File: src/rtl/ecc_sram_pkg.sv
package ecc_sram_pkg;

  localparam int DATA_W    = 32;
  localparam int HAM_W     = 6;
  localparam int CHK_W     = HAM_W + 1;
  localparam int CODE_LAST = DATA_W + HAM_W;
  localparam int WS_W      = 2;

  typedef struct packed {
    logic            inj_en;
    logic            auto_fix;
    logic            chk_en;
    logic [WS_W-1:0] fast_ws;
    logic [WS_W-1:0] slow_ws;
  } ctrl_t;

  typedef struct packed {
    logic [DATA_W-1:0] data;
    logic              corr;
    logic              uncorr;
  } dec_t;

  typedef enum logic [2:0] {
    ST_IDLE,
    ST_WAIT,
    ST_MEM,
    ST_CHK,
    ST_WB
  } seq_state_e;

  // XOR of the code positions of all set data bits; data takes every
  // non-power-of-two position from 3 up to CODE_LAST.
  function automatic logic [HAM_W-1:0] ham_bits(input logic [DATA_W-1:0] d);
    logic [HAM_W-1:0] h;
    int k;
    h = '0;
    k = 0;
    for (int p = 1; p <= CODE_LAST; p++) begin
      if ((p & (p - 1)) != 0) begin
        if (d[k[4:0]]) h = h ^ p[HAM_W-1:0];
        k++;
      end
    end
    return h;
  endfunction

  function automatic logic [CHK_W-1:0] secded_encode(input logic [DATA_W-1:0] d);
    logic [HAM_W-1:0] h;
    h = ham_bits(d);
    return {(^d) ^ (^h), h};
  endfunction

  function automatic dec_t secded_decode(input logic [DATA_W-1:0] d,
                                         input logic [CHK_W-1:0]  c);
    dec_t r;
    logic [HAM_W-1:0] syn;
    logic odd;
    int k;
    syn      = ham_bits(d) ^ c[HAM_W-1:0];
    odd      = (^d) ^ (^c);
    r.data   = d;
    r.corr   = 1'b0;
    r.uncorr = 1'b0;
    if (odd) begin
      if (int'(syn) > CODE_LAST) begin
        r.uncorr = 1'b1;
      end else begin
        r.corr = 1'b1;
        k = 0;
        for (int p = 1; p <= CODE_LAST; p++) begin
          if ((p & (p - 1)) != 0) begin
            if (p == int'(syn)) r.data[k[4:0]] = ~d[k[4:0]];
            k++;
          end
        end
      end
    end else if (syn != '0) begin
      r.uncorr = 1'b1;
    end
    return r;
  endfunction

endpackage

File: src/rtl/ecc_sram_cfg.sv
module ecc_sram_cfg
  import ecc_sram_pkg::*;
#(
  parameter int ADDR_W = 6
) (
  input  logic                 clk,
  input  logic                 rst_n,
  input  logic                 cfg_we,
  input  logic [1:0]           cfg_sel,
  input  logic [DATA_W-1:0]    cfg_wdata,
  output logic [DATA_W-1:0]    cfg_rdata,
  output ctrl_t                ctrl_o,
  output logic [ADDR_W-1:0]    inj_addr_o,
  output logic [CHK_W-1:0]     inj_par_o
);

  localparam ctrl_t CTRL_RST = '{inj_en: 1'b0, auto_fix: 1'b1, chk_en: 1'b1,
                                 fast_ws: '0, slow_ws: WS_W'(1)};

  ctrl_t             ctrl_q, ctrl_d;
  logic [ADDR_W-1:0] inj_addr_q, inj_addr_d;
  logic [CHK_W-1:0]  inj_par_q, inj_par_d;

  always_comb begin
    ctrl_d     = ctrl_q;
    inj_addr_d = inj_addr_q;
    inj_par_d  = inj_par_q;
    if (cfg_we) begin
      unique case (cfg_sel)
        2'd0: ctrl_d = '{inj_en:   cfg_wdata[18],
                         auto_fix: cfg_wdata[17],
                         chk_en:   cfg_wdata[16],
                         fast_ws:  cfg_wdata[8 +: WS_W],
                         slow_ws:  cfg_wdata[0 +: WS_W]};
        2'd1: inj_addr_d = cfg_wdata[ADDR_W-1:0];
        2'd2: inj_par_d  = cfg_wdata[CHK_W-1:0];
        default: ;
      endcase
    end
  end

  always_ff @(posedge clk or negedge rst_n) begin
    if (!rst_n) begin
      ctrl_q     <= CTRL_RST;
      inj_addr_q <= '0;
      inj_par_q  <= '0;
    end else begin
      ctrl_q     <= ctrl_d;
      inj_addr_q <= inj_addr_d;
      inj_par_q  <= inj_par_d;
    end
  end

  always_comb begin
    cfg_rdata = '0;
    unique case (cfg_sel)
      2'd0: begin
        cfg_rdata[18]           = ctrl_q.inj_en;
        cfg_rdata[17]           = ctrl_q.auto_fix;
        cfg_rdata[16]           = ctrl_q.chk_en;
        cfg_rdata[8 +: WS_W]    = ctrl_q.fast_ws;
        cfg_rdata[0 +: WS_W]    = ctrl_q.slow_ws;
      end
      2'd1: cfg_rdata[ADDR_W-1:0] = inj_addr_q;
      2'd2: cfg_rdata[CHK_W-1:0]  = inj_par_q;
      default: ;
    endcase
  end

  logic unused_cfg_bits;
  assign unused_cfg_bits = ^{cfg_wdata[31:19], cfg_wdata[15:10], cfg_wdata[7:2]};

  assign ctrl_o     = ctrl_q;
  assign inj_addr_o = inj_addr_q;
  assign inj_par_o  = inj_par_q;

  AST_INJ_PAR_HELD: assert property (@(posedge clk) disable iff (!rst_n)
    !cfg_we |=> $stable(inj_par_q));

endmodule

File: src/rtl/ecc_sram_mem.sv
module ecc_sram_mem #(
  parameter int ADDR_W = 6,
  parameter int WORD_W = 39
) (
  input  logic              clk,
  input  logic              we,
  input  logic              re,
  input  logic [ADDR_W-1:0] addr,
  input  logic [WORD_W-1:0] wdata,
  output logic [WORD_W-1:0] rdata
);

  localparam int DEPTH = 1 << ADDR_W;

  logic [WORD_W-1:0] arr [DEPTH];
  logic [WORD_W-1:0] rdata_q;

  always_ff @(posedge clk) begin
    if (we) arr[addr] <= wdata;
    if (re) rdata_q   <= arr[addr];
  end

  assign rdata = rdata_q;

  AST_NO_RW_SAME_CYCLE: assert property (@(posedge clk) !(we && re));

endmodule

File: src/rtl/ecc_sram_dec.sv
module ecc_sram_dec
  import ecc_sram_pkg::*;
(
  input  logic [DATA_W+CHK_W-1:0] word,
  input  logic                    chk_en,
  output logic [DATA_W-1:0]       data,
  output logic                    corr,
  output logic                    uncorr
);

  dec_t r;

  always_comb begin
    r      = secded_decode(word[DATA_W-1:0], word[DATA_W +: CHK_W]);
    data   = chk_en ? r.data : word[DATA_W-1:0];
    corr   = chk_en & r.corr;
    uncorr = chk_en & r.uncorr;
  end

endmodule

File: src/rtl/ecc_sram_ctrl.sv
module ecc_sram_ctrl
  import ecc_sram_pkg::*;
#(
  parameter int ADDR_W = 6
) (
  input  logic              clk,
  input  logic              rst_n,
  input  logic              req_valid,
  output logic              req_ready,
  input  logic              req_write,
  input  logic              req_slow,
  input  logic [ADDR_W-1:0] req_addr,
  input  logic [3:0]        req_be,
  input  logic [31:0]       req_wdata,
  output logic              rsp_valid,
  output logic [31:0]       rsp_rdata,
  input  logic              cfg_we,
  input  logic [1:0]        cfg_sel,
  input  logic [31:0]       cfg_wdata,
  output logic [31:0]       cfg_rdata,
  output logic              err_corr,
  output logic              err_uncorr,
  output logic [ADDR_W-1:0] err_addr
);

  localparam int WORD_W = DATA_W + CHK_W;
  localparam int BE_W   = DATA_W / 8;

  // reset: asserted asynchronously, released on the clock
  logic [1:0] rst_sync_q;
  logic       srst_n;
  always_ff @(posedge clk or negedge rst_n) begin
    if (!rst_n) rst_sync_q <= '0;
    else        rst_sync_q <= {rst_sync_q[0], 1'b1};
  end
  assign srst_n = rst_sync_q[1];

  ctrl_t             ctrl;
  logic [ADDR_W-1:0] inj_addr;
  logic [CHK_W-1:0]  inj_par;

  ecc_sram_cfg #(.ADDR_W(ADDR_W)) u_cfg (
    .clk(clk), .rst_n(srst_n), .cfg_we(cfg_we), .cfg_sel(cfg_sel),
    .cfg_wdata(cfg_wdata), .cfg_rdata(cfg_rdata), .ctrl_o(ctrl),
    .inj_addr_o(inj_addr), .inj_par_o(inj_par)
  );

  seq_state_e        state_q, state_d;
  logic [WS_W-1:0]   cnt_q, cnt_d;
  logic              q_write;
  logic [ADDR_W-1:0] q_addr;
  logic [BE_W-1:0]   q_be;
  logic [DATA_W-1:0] q_wdata;
  logic              accept;

  logic              mem_we, mem_re;
  logic [WORD_W-1:0] mem_wdata, mem_rdata;

  ecc_sram_mem #(.ADDR_W(ADDR_W), .WORD_W(WORD_W)) u_mem (
    .clk(clk), .we(mem_we), .re(mem_re), .addr(q_addr),
    .wdata(mem_wdata), .rdata(mem_rdata)
  );

  logic [DATA_W-1:0] eff_data, merged;
  logic              dec_corr, dec_uncorr;

  ecc_sram_dec u_dec (
    .word(mem_rdata), .chk_en(ctrl.chk_en),
    .data(eff_data), .corr(dec_corr), .uncorr(dec_uncorr)
  );

  for (genvar b = 0; b < BE_W; b++) begin : g_merge
    assign merged[8*b +: 8] = q_be[b] ? q_wdata[8*b +: 8] : eff_data[8*b +: 8];
  end

  logic full_word, inj_hit;
  assign full_word = &q_be;
  assign inj_hit   = ctrl.inj_en && (q_addr == inj_addr);
  assign accept    = (state_q == ST_IDLE) && req_valid;

  always_comb begin
    state_d   = state_q;
    cnt_d     = cnt_q;
    mem_we    = 1'b0;
    mem_re    = 1'b0;
    mem_wdata = '0;
    rsp_valid = 1'b0;
    rsp_rdata = '0;
    unique case (state_q)
      ST_IDLE: begin
        if (req_valid) begin
          cnt_d   = req_slow ? ctrl.slow_ws : ctrl.fast_ws;
          state_d = (cnt_d == '0) ? ST_MEM : ST_WAIT;
        end
      end
      ST_WAIT: begin
        cnt_d = cnt_q - WS_W'(1);
        if (cnt_q == WS_W'(1)) state_d = ST_MEM;
      end
      ST_MEM: begin
        if (q_write && full_word) begin
          mem_we    = 1'b1;
          mem_wdata = {inj_hit ? inj_par : secded_encode(q_wdata), q_wdata};
          rsp_valid = 1'b1;
          state_d   = ST_IDLE;
        end else begin
          mem_re  = 1'b1;
          state_d = ST_CHK;
        end
      end
      ST_CHK: begin
        rsp_valid = 1'b1;
        state_d   = ST_IDLE;
        if (q_write) begin
          mem_we    = 1'b1;
          mem_wdata = {secded_encode(merged), merged};
        end else begin
          rsp_rdata = eff_data;
          if (dec_corr && ctrl.auto_fix) state_d = ST_WB;
        end
      end
      ST_WB: begin
        mem_we    = 1'b1;
        mem_wdata = {secded_encode(eff_data), eff_data};
        state_d   = ST_IDLE;
      end
      default: state_d = ST_IDLE;
    endcase
  end

  always_ff @(posedge clk or negedge srst_n) begin
    if (!srst_n) begin
      state_q <= ST_IDLE;
      cnt_q   <= '0;
    end else begin
      state_q <= state_d;
      cnt_q   <= cnt_d;
    end
  end

  always_ff @(posedge clk or negedge srst_n) begin
    if (!srst_n) begin
      q_write <= 1'b0;
      q_addr  <= '0;
      q_be    <= '0;
      q_wdata <= '0;
    end else if (accept) begin
      q_write <= req_write;
      q_addr  <= req_addr;
      q_be    <= req_be;
      q_wdata <= req_wdata;
    end
  end

  assign req_ready  = (state_q == ST_IDLE) && srst_n;
  assign err_corr   = (state_q == ST_CHK) && dec_corr;
  assign err_uncorr = (state_q == ST_CHK) && dec_uncorr;
  assign err_addr   = q_addr;

  AST_BUSY_AFTER_ACCEPT: assert property (@(posedge clk) disable iff (!srst_n)
    (req_valid && req_ready) |=> !req_ready);
  AST_RSP_ONE_CYCLE: assert property (@(posedge clk) disable iff (!srst_n)
    rsp_valid |=> !rsp_valid);
  AST_ERR_WITH_RSP: assert property (@(posedge clk) disable iff (!srst_n)
    (err_corr || err_uncorr) |-> rsp_valid);
  AST_ERR_EXCLUSIVE: assert property (@(posedge clk) disable iff (!srst_n)
    !(err_corr && err_uncorr));
  AST_UNCORR_NO_WB: assert property (@(posedge clk) disable iff (!srst_n)
    err_uncorr |=> !mem_we);
  AST_NO_ERR_UNCHECKED: assert property (@(posedge clk) disable iff (!srst_n)
    !ctrl.chk_en |-> !(err_corr || err_uncorr));
  AST_WB_FOLLOWS_FIX: assert property (@(posedge clk) disable iff (!srst_n)
    (err_corr && !q_write && ctrl.auto_fix) |=> (mem_we && !req_ready));

endmodule

File: config.mk
export PLATFORM = sky130hd
export DESIGN_NAME = ecc_sram_ctrl
export DESIGN_NICKNAME = d
export VERILOG_FILES = /design/src/rtl/ecc_sram_pkg.sv /design/src/rtl/ecc_sram_cfg.sv /design/src/rtl/ecc_sram_mem.sv /design/src/rtl/ecc_sram_dec.sv /design/src/rtl/ecc_sram_ctrl.sv
export SDC_FILE = /design/constraint.sdc
export NUM_CORES = 2
export LEC_CHECK = 0
export BUFFER_PORTS_ARGS = -buffer_cell sky130_fd_sc_hd__buf_2
export CAP_MARGIN = 20
export CORE_MARGIN = 10
export CORE_UTILIZATION = 30
export CTS_CLUSTER_SIZE = 30
export DETAILED_ROUTE_END_ITERATION = 8
export SLEW_MARGIN = 20
export SYNTH_ARGS = -nofsm -noshare
export SYNTH_HDL_FRONTEND = slang
export SYNTH_SLANG_ARGS = --single-unit
File: constraint.sdc
create_clock -name clk -period 4.3 [get_ports clk]
set_clock_uncertainty 0.1 [all_clocks]
set_input_delay 0.86 -clock clk [delete_from_list [all_inputs] [get_ports clk]]
set_output_delay 0.86 -clock clk [all_outputs]
set_load 0.005 [all_outputs]
# Word-level counts from Yosys, hierarchy flattened
# Memory sizes are Yosys's and may differ from the RTL's. A register that Yosys moved wholly into a read port is not among the register bits.
# Cells that the tools add are included.
[word_totals] output_inout_bits=74 latch_bits=0 word_cells=1533 mem_count=1 inputBits=82 ramBits=2496 romBits=0 ff_bits=70
[mem_list] name="u_mem.arr" words=64 width=39 read_ports=1 rd_clocked_by_memory_dff=1 wr=1 line_no="ecc_sram_mem.sv:15" rtl="logic [WORD_W-1:0] arr [DEPTH];"
[classes] mux=979 n_reduce_logical=57 multipliers=0 n_addsub=121 order_cmp=156 div=0 n_eq_ne=42 bitwise=163 n_shift=0
[op_table] cell="$mux 32" count=94
[op_table] cell="$mux 5" count=277
[op_table] cell="$mux 6" count=184
[op_table] cell="$bwmux 32" count=31
[op_table] cell="$lt 5x6->1 const B" count=124
[op_table] cell="$bmux 1 s5" count=124
[op_table] cell="$add 5x2->5 const B" count=120
[op_table] cell="$mux 1" count=168
[op_table] cell="$not 3->3" count=52
[op_table] cell="$demux 1 s5" count=31
[op_table] cell="$ge 5x1->1 const B" count=31
[op_table] cell="$reduce_xor 32->1" count=4
[op_table] cell="$eq 6x6->1 const A" count=21
[op_table] cell="$pmux 39 s3" count=1
[op_table] cell="$mux 4" count=28
[op_table] cell="$not 2->2" count=48
[op_table] cell="$not 4->4" count=20
[op_table] cell="$mux 39" count=2
[op_table] cell="$mux 33" count=2
[op_table] cell="$mux 3" count=17
[op_table] cell="$eq 5x6->1 const A" count=7
[op_table] cell="$logic_and 1x1->1" count=38
[op_table] cell="$mux 8" count=4
[op_table] cell="$not 1->1" count=32
[op_table] cell="31 further kinds" count=58

# Depth between registers and ports, before layout
[logic_depth] ltp_word=328 depth_mapped=15 ltp_nobuf=14

# By module
# A second synthesis with hierarchy kept.
[unflattened] cells_unflattened=6020 area_unflattened_um2=103063.8
[by_module_without_submodules] mod="ecc_sram_mem" cells_each=5299 instances=1 seq_area_each_um2=76123.0 area_each_um2=95411.5
[by_module_without_submodules] mod="ecc_sram_ctrl" cells_each=471 instances=1 seq_area_each_um2=1251.2 area_each_um2=5009.8
[by_module_without_submodules] mod="ecc_sram_dec" cells_each=161 instances=1 seq_area_each_um2=0.0 area_each_um2=1552.7
[by_module_without_submodules] mod="ecc_sram_cfg" cells_each=89 instances=1 seq_area_each_um2=504.2 area_each_um2=1089.8

# Least setup slack after synthesis
# Ideal clock, no wire load.
[synth_path] kind="reg2reg" startpoint="register u_mem.rdata_q[16] (netlist: u_mem.rdata[16]), read port of u_mem.arr" endpoint="memory u_mem.arr[0][32] (data pin)" required_ns=3.498 synth_period_minus_slack_ns=7.246 stages_incl_launch_ff=14 path_buffers=0 setup_ns=0.702 path_slack_ns=-2.946 arrival_time_ns=6.444 path_cell_list="edfxtp_1 -> xnor2_2 -> xnor3_1 -> xnor3_2 -> xnor2_4 -> mux2i_4 -> nor3_2 -> xnor2_1 -> mux2_2 -> xnor2_2 -> xnor3_1 -> xnor3_1 -> xnor2_1 -> o21ai_0"
[synth_between] elab_chain_cells=271 elab_cells_between_ends=555 cone_classes="order compare (1); eq/ne (32); mux (440); bitwise (81); reduce/logical (1)"
[synth_lines] element="start, declared" line_no="ecc_sram_mem.sv:16" rtl="logic [WORD_W-1:0] rdata_q;"
[synth_lines] element="$mux 5" line_no="ecc_sram_pkg.sv:40" rtl="if (d[k[4:0]]) h = h ^ p[HAM_W-1:0];"
[synth_lines] element="$not 4->4 (no source line)"
[synth_lines] element="$mux 5" line_no="ecc_sram_pkg.sv:40"
[synth_lines] element="$not 2->2 (no source line)"
[synth_lines] element="$mux 5" line_no="ecc_sram_pkg.sv:40"
[synth_lines] element="$not 3->3 (no source line)"
[synth_lines] element="$mux 5" line_no="ecc_sram_pkg.sv:40"
[synth_lines] element="$not 3->3 (no source line)"
[synth_lines] element="(+142 left out)"
[synth_lines] element="$bwmux 32" line_no="ecc_sram_pkg.sv:72" rtl="if (p == int'(syn)) r.data[k[4:0]] = ~d[k[4:0]];"
[synth_lines] element="$mux 32" line_no="ecc_sram_pkg.sv:72"
[synth_lines] element="$mux 33" line_no="ecc_sram_pkg.sv:65" rtl="if (int'(syn) > CODE_LAST) begin"
[synth_lines] element="$mux 33" line_no="ecc_sram_pkg.sv:64" rtl="if (odd) begin"
[synth_lines] element="$mux 32 *" line_no="ecc_sram_dec.sv:15" rtl="data = chk_en ? r.data : word[DATA_W-1:0];"
[synth_lines] element="branches (longest 115 deep; another with $mux 8)"
[synth_lines] element="$pmux 39 s3 *" line_no="ecc_sram_ctrl.sv:89" rtl="unique case (state_q)"
[synth_lines] element="net mem_wdata[32]" line_no="ecc_sram_ctrl.sv:57" rtl="logic [WORD_W-1:0] mem_wdata, mem_rdata;"
[synth_lines] element="end, declared" line_no="ecc_sram_mem.sv:15"
# Mark *: on every way through the listed nets, which the timed path passes. The select of a mux whose other input is x is not followed.

# Worst setup path after layout
[layout_path] startpoint="register u_mem.rdata_q[6] (netlist: u_mem.rdata[6]), read port of u_mem.arr" endpoint="memory u_mem.arr[16][38] (data pin)"
[layout_between] elab_chain_cells=287 elab_cells_between_ends=664 cone_classes="order compare (1); eq/ne (32); mux (506); bitwise (120); reduce/logical (5)"
[layout_lines] element="$mux 4 (2 in series)" line_no="ecc_sram_pkg.sv:40"
[layout_lines] element="$not 3->3 (no source line) or $mux 4 (tied branches)"
[layout_lines] element="$mux 4 or $not 3->3 (tied branches)"
[layout_lines] element="$mux 4" line_no="ecc_sram_pkg.sv:40"
[layout_lines] element="$not 4->4 (no source line)"
[layout_lines] element="$mux 4" line_no="ecc_sram_pkg.sv:40"
[layout_lines] element="$not 2->2 (no source line) or $mux 5 (tied branches)"
[layout_lines] element="$mux 5 or $not 2->2 (tied branches)"
[layout_lines] element="(+155 left out)"
[layout_lines] element="$bwmux 32" line_no="ecc_sram_pkg.sv:72"
[layout_lines] element="$mux 32" line_no="ecc_sram_pkg.sv:72"
[layout_lines] element="$mux 33" line_no="ecc_sram_pkg.sv:65"
[layout_lines] element="$mux 33" line_no="ecc_sram_pkg.sv:64"
[layout_lines] element="$mux 32 *" line_no="ecc_sram_dec.sv:15"
[layout_lines] element="branches (longest 117 deep; another with $mux 8)"
[layout_lines] element="$pmux 39 s3 *" line_no="ecc_sram_ctrl.sv:89"
[layout_lines] element="net mem_wdata[38]" line_no="ecc_sram_ctrl.sv:57"
# Marked as above.

==> impl_metrics.tcl <==
set metrics [dict create \
    status "complete, but fails checks" \
    violations "negative setup slack" \
    grt_overflow_total 0 \
    r2r-end "u_mem.arr[16][38]" \
    worst_slack_ns -1.019 \
    ant_nets 0 \
    synth-seq-cells 2605 \
    cts_buffers 245 \
    cts_tree "done" \
    p_leak_uw 0.03836 \
    arrival_ns 5.91 \
    ir_worst_vdd_uv 2141 \
    clock.fmax_mhz 188.0 \
    syn2layout_area_growth_pct 22.70 \
    fin_crit_sh_pct 123.7 \
    hpwl_um 196500 \
    register_area_um2 77880 \
    gp_congestion 0.8570 \
    hp-class "in -> reg" \
    cp-end-kind "register" \
    drc 0 \
    synth_xor_area_share_pct 3.113 \
    finalSetupViolations 518 \
    finalMaxSlewViolations 0 \
    vias 60980 \
    synth_area_per_cell_um2 17.79 \
    via_per_inst 5.668 \
    timing.hold.ws_ns 0.06405 \
    die_h_um 592.3 \
    grt_setup_unrepaired "true" \
    whs_endpoint "q_wdata[15]" \
    cts_max_path_buffers 4 \
    yosysWarnings 0 \
    r2r-start "u_mem.rdata[6]" \
    crit_type "reg -> reg" \
    grt_pass1_wl_um 465100 \
    async_flop_share_pct 2.687 \
    wl_per_cell_um 31.74 \
    synth.distinct_cells 61 \
    multi_input_area_um2 21220 \
    final_common_cell "edfxtp_1" \
    htreeDepth 4 \
    synth-edff-count 2535 \
    pin_count 156 \
    min_from "req_wdata[15]" \
    hold_viol 0 \
    r2r_cells 19 \
    antenna_found_initial 13 \
    routed_wl_um 341400 \
    netlist_instances 5525 \
    cts.sinks 2605 \
    worstPathRequired_ns 4.89 \
    fin_nets 6299 \
    power_per_cell_area_nw_per_um2 939.7 \
    maxSlewHeadroom_pct 18.18 \
    start_util_pct 30.09 \
    drv_cap 0 \
    yosysSeqAreaShare_pct 79.25 \
    grt_max_degree 69 \
    grt_pass1_vias 58220 \
    synth_compound_area_share_pct 12.73 \
    core_region_area_um2 326600 \
    numPortBuffers 115 \
    drtIter0Drc 9290 \
    track_usage_pct 18.40 \
    worstMarginPinSlew_ns 1.227 \
    dr.pass1.iters 6 \
    rows 210 \
    synthSimpleGateAreaFrac_pct 2.489 \
    die_w_um 592.3 \
    fillCellCount 29840 \
    power_uw 113300 \
    path_clk_slew_ns 0.07 \
    layout_min_cycle_time_ns 5.319 \
    r2r_slack_ns -1.02 \
    synthFlopType "edfxtp_1" \
    die_area_um2 350900 \
    fin_util_pct 36.92 \
    place_ws_ns -1.014 \
    whs_path_depth 3 \
    synth_top_family_by_area "compound AO/OA/AOI/OAI gates" \
    drive_gt1_share_pct 23.16 \
    clock_latency_ns 0.95 \
    final_cell_mix "edfxtp_1 (2535), a22oi_1 (768), buf_4 (456)" \
    cts_root_buffer "clkbuf_16" \
    synth_mux_area_share_pct 0.7856 \
    path_max_fanout 16 \
    cp-start-kind "register" \
    synth_fa_ha_area_share_pct 0.06366 \
    syn_area_um2 98270 \
]
kinds of logic after synthesis:
logic type / after synthesis
other: 2
DFF: 2605
muxes: 69
xor gates and xnor gates: 282
buffers and inverters: 389
AOI/OAI and AO/OA: 1676
adders and majority gates: 5
and+or+nand+nor: 497
worst max-delay path, cell delays in order, from the launching register on:
cell and delay, ns:
edfxtp_1 0.45, buf_6 0.15, xnor3_1 0.36, xnor3_2 0.29
xnor3_2 0.46, buf_4 0.17, nand2b_4 0.20, buf_4 0.20
o31a_1 0.36, o31ai_4 0.34, xnor2_4 0.19, xnor2_2 0.16
xnor2_2 0.15, xnor3_1 0.28, xnor3_1 0.35, xnor3_1 0.26
o221ai_4 0.12, buf_12 0.17, buf_12 0.14, buf_16 0.15
cells in the mapped netlist, types with 29 or more instances:
| cell | n | area share, % |
|---|---|---|
| nand4_1 | 96 | 0.61 |
| nand2_1 | 109 | 0.42 |
| o21ai_0 | 66 | 0.34 |
| buf_1 | 46 | 0.18 |
| clkbuf_1 | 299 | 1.1 |
| a21oi_1 | 109 | 0.56 |
| xnor2_1 | 191 | 1.7 |
| a221oi_1 | 242 | 2.2 |
| a22o_1 | 242 | 2.2 |
| nor3_1 | 31 | 0.16 |
| a31oi_1 | 223 | 1.4 |
| mux2_2 | 52 | 0.60 |
| dfrtp_1 | 67 | 1.7 |
| edfxtp_1 | 2535 | 77 |
| nor4_1 | 38 | 0.24 |
| xnor3_1 | 29 | 0.66 |
| a22oi_1 | 770 | 5.9 |
| xor2_1 | 45 | 0.40 |
| nor2_1 | 140 | 0.53 |
report_power, final:
part | leakage, uW | switching, uW | internal (uW)
Combinational | 0.0104 | 32900 | 27300
Clock | 0.00385 | 9540 | 12000
Sequential | 0.0241 | 855 | 30700
sequential cells by signal, summed over array words and instances (netlist names):
signal and count:
u_cfg.inj_addr_o 6, cnt_q 2, u_cfg.inj_par_o 7, u_cfg.ctrl_o 7
q_wdata 32, err_addr 6, state_q 3, rst_sync_q 2
q_write 1, q_be 4, u_mem.rdata 39, u_mem.arr 2496
timing repair:
item / in CTS / in global routing
hold endpoints to repair: 2 / 0
buffers inserted: 49 / 43
gates cloned: 5 / 14
pin swaps: 39 / 59
setup endpoints to repair: 518 / 518
hold buffers: 1 / 0
resized for setup: 127 / 111
layout make-up:
cell class | instances | area share, %
antenna | 4 | 0.008302
clock buffer | 295 | 5.257
clock inverter | 148 | 1.243
inverter | 22 | 0.06849
multi-input combinational | 2550 | 17.60
sequential | 2605 | 64.59
tap | 4346 | 4.510
timing repair buffer | 788 | 6.724
routing by layer:
metal / vias to the layer above / wire length, um / track usage, %
li1: 24390 / - / -
met1: 31690 / 134200 / 25.97
met2: 4181 / 151500 / 27.90
met3: 707 / 41440 / 4.162
met4: 8 / 14270 / 6.445
met5: - / 56 / 0
how the worst max path moves through the flow:
stage	start	slack, ns	to	cells past startpoint
after CTS	u_mem.rdata[24]	-0.99	u_mem.arr[23][38]	18
after detailed placement	u_mem.rdata[11]	-1.01	u_mem.arr[7][38]	16
final	u_mem.rdata[6]	-1.02	u_mem.arr[16][38]	19
after global placement	u_mem.rdata[10]	-1.01	u_mem.arr[1][38]	18
after global routing	u_mem.rdata[3]	-1.11	u_mem.arr[53][38]	22
after floorplan	u_mem.rdata[17]	-0.87	u_mem.arr[0][38]	14
per-stage QoR:
| stage | instances | setup TNS, ns | area (um2) |
|---|---|---|---|
| 2_1_floorplan | 5544 | -231.07 | 98790 |
| 3_3_place_gp | 10210 | -258.22 | 110300 |
| 3_5_place_dp | 10210 | -271.93 | 110300 |
| 4_1_cts | 10710 | -280.13 | 119300 |
| 5_1_grt | 10760 | -370.33 | 120600 |
| 6_report | 10760 | -314.43 | 120600 |
Power figures use the tool's default switching activity.
